**src/rtl/stereo_mpx_pkg.sv**
```systemverilog
package stereo_mpx_pkg;
  localparam int PHASE_W    = 16;
  localparam int AUDIO_W    = 16;
  localparam int OUT_W      = 32;
  localparam int QTR_ABITS  = 6;
  localparam logic [PHASE_W-1:0] PILOT_INC = 16'h24C4;
  localparam logic [PHASE_W-1:0] SUB_INC   = 16'h4988;
  localparam int PILOT_GAIN = 32'h0B85;
  localparam int ACC_W      = OUT_W + 2;

  typedef logic signed [AUDIO_W-1:0] sample_t;
  typedef logic [PHASE_W-1:0]        phase_t;
endpackage

```
**src/rtl/mpx_nco.sv**
```systemverilog
module mpx_nco #(
  parameter int                 W   = 16,
  parameter logic [W-1:0]       INC = '0
) (
  input  logic         clk,
  input  logic         rst_n,
  input  logic         adv,
  output logic [W-1:0] phase
);
  logic [W-1:0] phase_q, phase_nxt;

  always_comb begin
    phase_nxt = phase_q;
    if (adv) phase_nxt = phase_q + INC;
  end

  always_ff @(posedge clk or negedge rst_n) begin
    if (!rst_n) phase_q <= '0;
    else        phase_q <= phase_nxt;
  end

  assign phase = phase_q;
endmodule

```
**src/rtl/mpx_sine_lut.sv**
```systemverilog
module mpx_sine_lut #(
  parameter int ABITS = 6,
  parameter int OUT_W = 16
) (
  input  logic [ABITS+1:0]         phase_top,
  output logic signed [OUT_W-1:0]  sine
);
  localparam int QN = 1 << ABITS;
  localparam real HALF_PI = 1.5707963267948966;
  localparam real AMP = real'((1 << (OUT_W-1)) - 1);

  logic [OUT_W-1:0] qtab [QN];

  for (genvar i = 0; i < QN; i++) begin : g_tab
    localparam real ANG = HALF_PI * (real'(i) + 0.5) / real'(QN);
    localparam int  VAL = $rtoi(AMP * $sin(ANG) + 0.5);
    assign qtab[i] = VAL[OUT_W-1:0];
  end

  logic [1:0]       quad;
  logic [ABITS-1:0] idx, addr;
  logic [OUT_W-1:0] mag;

  always_comb begin
    quad = phase_top[ABITS+1:ABITS];
    idx  = phase_top[ABITS-1:0];
    addr = quad[0] ? ~idx : idx;
    mag  = qtab[addr];
    sine = quad[1] ? -$signed(mag) : $signed(mag);
  end
endmodule

```
**src/rtl/mpx_audio_front.sv**
```systemverilog
module mpx_audio_front
  import stereo_mpx_pkg::*;
(
  input  logic    clk,
  input  logic    rst_n,
  input  logic    load,
  input  sample_t left,
  input  sample_t right,
  input  logic    clr,
  output sample_t sum_q,
  output sample_t diff_q,
  output logic    ovf_q
);
  localparam sample_t POS_MAX = sample_t'({1'b0, {(AUDIO_W-1){1'b1}}});
  localparam sample_t NEG_MIN = sample_t'({1'b1, {(AUDIO_W-1){1'b0}}});

  logic signed [AUDIO_W:0] sum_w, diff_w;
  logic    sum_ovf, diff_ovf;
  sample_t sum_sat, diff_sat, sum_nxt, diff_nxt;
  logic    ovf_nxt;

  always_comb begin
    sum_w    = {left[AUDIO_W-1], left} + {right[AUDIO_W-1], right};
    diff_w   = {left[AUDIO_W-1], left} - {right[AUDIO_W-1], right};
    sum_ovf  = sum_w[AUDIO_W]  != sum_w[AUDIO_W-1];
    diff_ovf = diff_w[AUDIO_W] != diff_w[AUDIO_W-1];
    sum_sat  = sum_ovf  ? (sum_w[AUDIO_W]  ? NEG_MIN : POS_MAX) : sum_w[AUDIO_W-1:0];
    diff_sat = diff_ovf ? (diff_w[AUDIO_W] ? NEG_MIN : POS_MAX) : diff_w[AUDIO_W-1:0];
    sum_nxt  = load ? sum_sat  : sum_q;
    diff_nxt = load ? diff_sat : diff_q;
    if (load && (sum_ovf || diff_ovf)) ovf_nxt = 1'b1;
    else if (clr)                      ovf_nxt = 1'b0;
    else                               ovf_nxt = ovf_q;
  end

  always_ff @(posedge clk or negedge rst_n) begin
    if (!rst_n) begin
      sum_q  <= '0;
      diff_q <= '0;
      ovf_q  <= 1'b0;
    end else begin
      sum_q  <= sum_nxt;
      diff_q <= diff_nxt;
      ovf_q  <= ovf_nxt;
    end
  end
endmodule

```
**src/rtl/stereo_mpx_gen.sv**
```systemverilog
module stereo_mpx_gen
  import stereo_mpx_pkg::*;
(
  input  logic              clk,
  input  logic              rst_n,
  input  logic              audio_valid,
  input  logic [AUDIO_W-1:0] left_in,
  input  logic [AUDIO_W-1:0] right_in,
  input  logic              tick,
  input  logic              ovf_clear,
  output logic [OUT_W-1:0]  mpx_out,
  output logic              ovf_flag
);
  logic [1:0] rst_pipe;
  logic       rst_int_n;

  always_ff @(posedge clk or negedge rst_n) begin
    if (!rst_n) rst_pipe <= 2'b00;
    else        rst_pipe <= {rst_pipe[0], 1'b1};
  end
  assign rst_int_n = rst_pipe[1];

  phase_t  ph_pilot, ph_sub;
  sample_t s19, s38, sum_q, diff_q;

  mpx_nco #(.W(PHASE_W), .INC(PILOT_INC)) u_nco_pilot (
    .clk(clk), .rst_n(rst_int_n), .adv(tick), .phase(ph_pilot));
  mpx_nco #(.W(PHASE_W), .INC(SUB_INC)) u_nco_sub (
    .clk(clk), .rst_n(rst_int_n), .adv(tick), .phase(ph_sub));

  mpx_sine_lut #(.ABITS(QTR_ABITS), .OUT_W(AUDIO_W)) u_sin_pilot (
    .phase_top(ph_pilot[PHASE_W-1 -: QTR_ABITS+2]), .sine(s19));
  mpx_sine_lut #(.ABITS(QTR_ABITS), .OUT_W(AUDIO_W)) u_sin_sub (
    .phase_top(ph_sub[PHASE_W-1 -: QTR_ABITS+2]), .sine(s38));

  mpx_audio_front u_front (
    .clk(clk), .rst_n(rst_int_n), .load(audio_valid),
    .left(sample_t'(left_in)), .right(sample_t'(right_in)), .clr(ovf_clear),
    .sum_q(sum_q), .diff_q(diff_q), .ovf_q(ovf_flag));

  localparam logic signed [OUT_W-1:0] OUT_MAX = {1'b0, {(OUT_W-1){1'b1}}};
  localparam logic signed [OUT_W-1:0] OUT_MIN = {1'b1, {(OUT_W-1){1'b0}}};

  logic signed [OUT_W-1:0] sub_prod, pil_prod, comp_sat;
  logic signed [ACC_W-1:0] acc_w;
  logic [OUT_W-1:0]        pend_q, pend_nxt, out_q, out_nxt;

  always_comb begin
    sub_prod = diff_q * s38;
    pil_prod = s19 * $signed(PILOT_GAIN);
    acc_w    = (ACC_W'(sum_q) <<< (AUDIO_W-1)) + ACC_W'(sub_prod) + ACC_W'(pil_prod);
    if (acc_w > ACC_W'(OUT_MAX))      comp_sat = OUT_MAX;
    else if (acc_w < ACC_W'(OUT_MIN)) comp_sat = OUT_MIN;
    else                              comp_sat = acc_w[OUT_W-1:0];
    pend_nxt = tick ? comp_sat : pend_q;
    out_nxt  = tick ? pend_q   : out_q;
  end

  always_ff @(posedge clk or negedge rst_int_n) begin
    if (!rst_int_n) begin
      pend_q <= '0;
      out_q  <= '0;
    end else begin
      pend_q <= pend_nxt;
      out_q  <= out_nxt;
    end
  end

  assign mpx_out = out_q;
endmodule


```
**config.mk**
```make
export PLATFORM = sky130hd
export DESIGN_NAME = stereo_mpx_gen
export DESIGN_NICKNAME = d
export VERILOG_FILES = /design/src/rtl/stereo_mpx_pkg.sv /design/src/rtl/mpx_nco.sv /design/src/rtl/mpx_sine_lut.sv /design/src/rtl/mpx_audio_front.sv /design/src/rtl/stereo_mpx_gen.sv
export SDC_FILE = /design/constraint.sdc
export NUM_CORES = 2
export LEC_CHECK = 0
export CAP_MARGIN = 10
export CORE_MARGIN = 2
export CORE_UTILIZATION = 70
export CTS_CLUSTER_DIAMETER = 40
export DETAILED_ROUTE_END_ITERATION = 16
export DONT_BUFFER_PORTS = 1
export PLACE_DENSITY = 0.91
export SLEW_MARGIN = 25
export SYNTH_ARGS = -nofsm -noshare
export SYNTH_HDL_FRONTEND = slang
export SYNTH_HIERARCHICAL = 1
export SYNTH_SLANG_ARGS = --single-unit
```
**constraint.sdc**
```tcl
create_clock -name clk -period 5.5 [get_ports clk]
set_input_delay 0.55 -clock clk [delete_from_list [all_inputs] [get_ports clk]]
set_output_delay 0.55 -clock clk [all_outputs]
set_load 0.01 [all_outputs]
```
==> results of run 1 <==
==> metrics by stage <==
stage               hold WS, ns  area (um2)  setup TNS, ns
CTS                       0.172       34700        -148.53
detailed placement        0.254       33300        -154.31
global placement          0.254       33300        -132.60
floorplan                 0.254       29400        -139.58
==> metal layers <==
layer | GRT overflow | global-route usage, %
met1 | 20 | 81.9
met4 | 95 | 82.2
met2 | 168 | 94.6
met3 | 10 | 77.9
met5 | 6 | 55.6
==> what timing repair did <==
item,4_1_cts
buffers inserted,33
resized for setup,132
hold buffers,1
pin swaps,74
endpoints found under the setup margin,32
endpoints found under the hold margin,2
cloned,5
==> results.md, run 1 <==
- Inst Count DP: 4152
- Site Rows: 74
- Vias in the first global route: 39094
- TritonCTS Buffers: 17
- Post-DP HPWL: 88700 um
- Failed at: 5_1_grt
- Post-Syn Nets: roughly 4000
- Tool error: [ERROR GRT-0116] Global routing finished with congestion. Check the congestion regions in the DRC Viewer.
- Deepest clock path buffer count: 2
- Clock Sinks: around 130
- Global Route Usage Sum: 84.0%
- GPL Wtd Cong: 1.31
- Dpl ws: -4.88 ns
- # IOs: 70
- Syn avg cell area: between 8 and 9 um2
- CTS root buffer: clkbuf_16
- Die extent in y: 207 um
- IO buf count: 0
- Die width: 207 um
- Synthesized area: 29000 um2
- Largest net degree at the start of global routing: 73
- First-pass GRT wire length: 269000 um
- H-tree levels: 4
- Outcome: did not finish
- Synthesis warning total: 6
- GRT overflow: 299
- Cell count after synthesis: 3237
- Initial Util: 71.0%
==> run 2: changes to the inputs <==
--- a/config.mk
+++ b/config.mk
@@ -7,11 +7,10 @@
 export LEC_CHECK = 0
 export CAP_MARGIN = 10
 export CORE_MARGIN = 2
-export CORE_UTILIZATION = 70
-export CTS_CLUSTER_DIAMETER = 40
+export CORE_UTILIZATION = 40
 export DETAILED_ROUTE_END_ITERATION = 16
 export DONT_BUFFER_PORTS = 1
-export PLACE_DENSITY = 0.91
+export PLACE_DENSITY_LB_ADDON = 0.15
 export SLEW_MARGIN = 25
 export SYNTH_ARGS = -nofsm -noshare
 export SYNTH_HDL_FRONTEND = slang
==> run 2 against run 1 <==
  * The flow now finishes, with violations (setup timing)
  * Synthesized cell count unchanged
  * Area after synthesis did not move
==> results.md, run 2 <==
- H-tree levels: 4
- Inserted Diodes: 0
- Post-Route Setup TNS: -140.51 ns
- Via count: 25671
- Die extent in y: 273 um
- DRC: 0
- Layout Cells excl Fill: 4768
- Tcrit/Tclk final: 181%
- TritonCTS Buffers: 17
- RR Startpoint: u_nco_sub/phase[14]
- CP Launch Point: u_nco_sub/phase[14]
- Synthesis warning total: 6
- Most frequent cells in the layout: 665 x buf_4, 550 x inv_1, 379 x fa_1
- Via density per instance: roughly 5.4
- Crit-path leading delay family: adder cells
- Routed len/inst: ~22 um
- Layout area overhead: 27.4%
- Post-Syn Nets: 3958
- Synthesized area: 29000 um2
- GPL Wtd Cong: 0.945
- GRT overflow: 0
- Max incr delay on CP: 0.62 ns
- CTS tree: built
- Critical path startpoint category: register
- Worst skew pair latency: 0.49 ns
- Clock slew at reported path FFs: 0.09 ns
- First-pass GRT wire length: 163000 um
- Inst Count DP: 4671
- CP arrival: 10.28 ns
- # IOs: 70
- Period minus WS final: 9.93 ns
- R2R depth: 36
- Slew @ Worst Pin: 0.935 ns
- Hold crit path type: in -> reg
- Final-report max-slew violation count: 0
- CP max stage cell: fa_2
- Placeable Area: ~72000 um2
- Skew final: between 0.02 and 0.03 ns
- Hold Path Depth: 1
- Fill count: 6702
- Initial Util: 40.5%
- Slew margin rel.: 37.3%
- Critical Path End Type: register
- Global Route Usage Sum: between 20% and 30%
- IO buf count: 0
- CP Depth: 36
- Die ar.: 74600 um2
- Outcome: finished, violations left
- Cell count after synthesis: 3237
- Number of max-cap violations: 0
- Final WS setup: -4.43 ns
- Post-DP HPWL: roughly 86000 um
- Syn avg cell area: 8.95 um2
- Final wirelength: 104000 um
- # setup viols final: 32
- Crit-path max FO: 8
- Layout cells sized above 1: 28.9%
- Peak Freq: 101 MHz
- Buf+Inv Stages, Crit Path: 9
- CTS root buffer: clkbuf_16
- Die width: 273 um
- Initial antenna violation count: 0
- Clock Sinks: 126
- Detail Route Antenna Nets: 0
- Site Rows: 98
- Deepest clock path buffer count: 2
- Unrepaired setup endpoints after global routing: yes
- Drt first-iter violations: approximately 1900
- Violated checks: setup timing
- WS Path Type: reg -> reg
- Vias in the first global route: 27226
- Largest net degree at the start of global routing: 65
- Most common library cell in the layout ignoring fill and taps: buf_4
- Hold Crit Start: audio_valid
- Nets: 4526
- Final hold vios: 0
- Most used cell, CP: fa_1
- CP Data Required Time: 5.86 ns
- Drt pass-1 iters: 5
-- run 2: final cells by class --
cell class                 instances  area (um2)  share of cell area (%)
timing repair buffer             718        5900                    16.0
multi-input combinational       2364       23900                    64.7
clock inverter                    15         170                   0.461
clock buffer                      17         425                    1.15
tap                              950        1190                    3.22
sequential                       126        3170                    8.57
inverter                         578        2180                    5.89
-- run 2: per-stage QoR --
step	setup slack [ns]	cell area, um2	util (%)	hold WS (ns)
floorplan	-4.38	29400	-	0.254
global placement	-4.63	34700	48.4	0.187
detailed placement	-4.68	34700	48.4	0.190
CTS	-4.31	36000	50.3	0.106
global route	-4.74	36900	51.6	0.118
finish	-4.43	36900	51.6	0.134
-- run 2: per-layer routing --
| layer | track usage [%] | routed length [um] |
|---|---|---|
| met1 | 40.0 | 48400 |
| met2 | 46.7 | 48500 |
| met3 | 3.23 | 5010 |
| met4 | 6.86 | 2360 |
| met5 | 0 | 0 |
-- run 2: worst paths after layout --
path                            slack, ns                     to
worst min register to register       0.18  u_nco_pilot/phase[14]
worst max-delay path                -4.43             pend_q[14]
worst max register to register      -4.43             pend_q[14]
min in group asynchronous            0.18  u_nco_pilot/phase[14]
max in group asynchronous            4.20            mpx_out[30]
worst min-delay path                 0.13      u_front/sum_q[15]
-- run 2: repair_timing --
action | CTS | global route
setup buffers | 20 | 41
hold buffers | 1 | 0
cloned | 2 | 4
resized for setup | 128 | 115
hold endpoints to repair | 2 | 0
endpoints found under the setup margin | 32 | 32
pin swaps | 48 | 67
Power of run 2 is left out: the tool's default activity adds up to more than one toggle a clock period on the data nets, which glitch-free logic cannot reach.
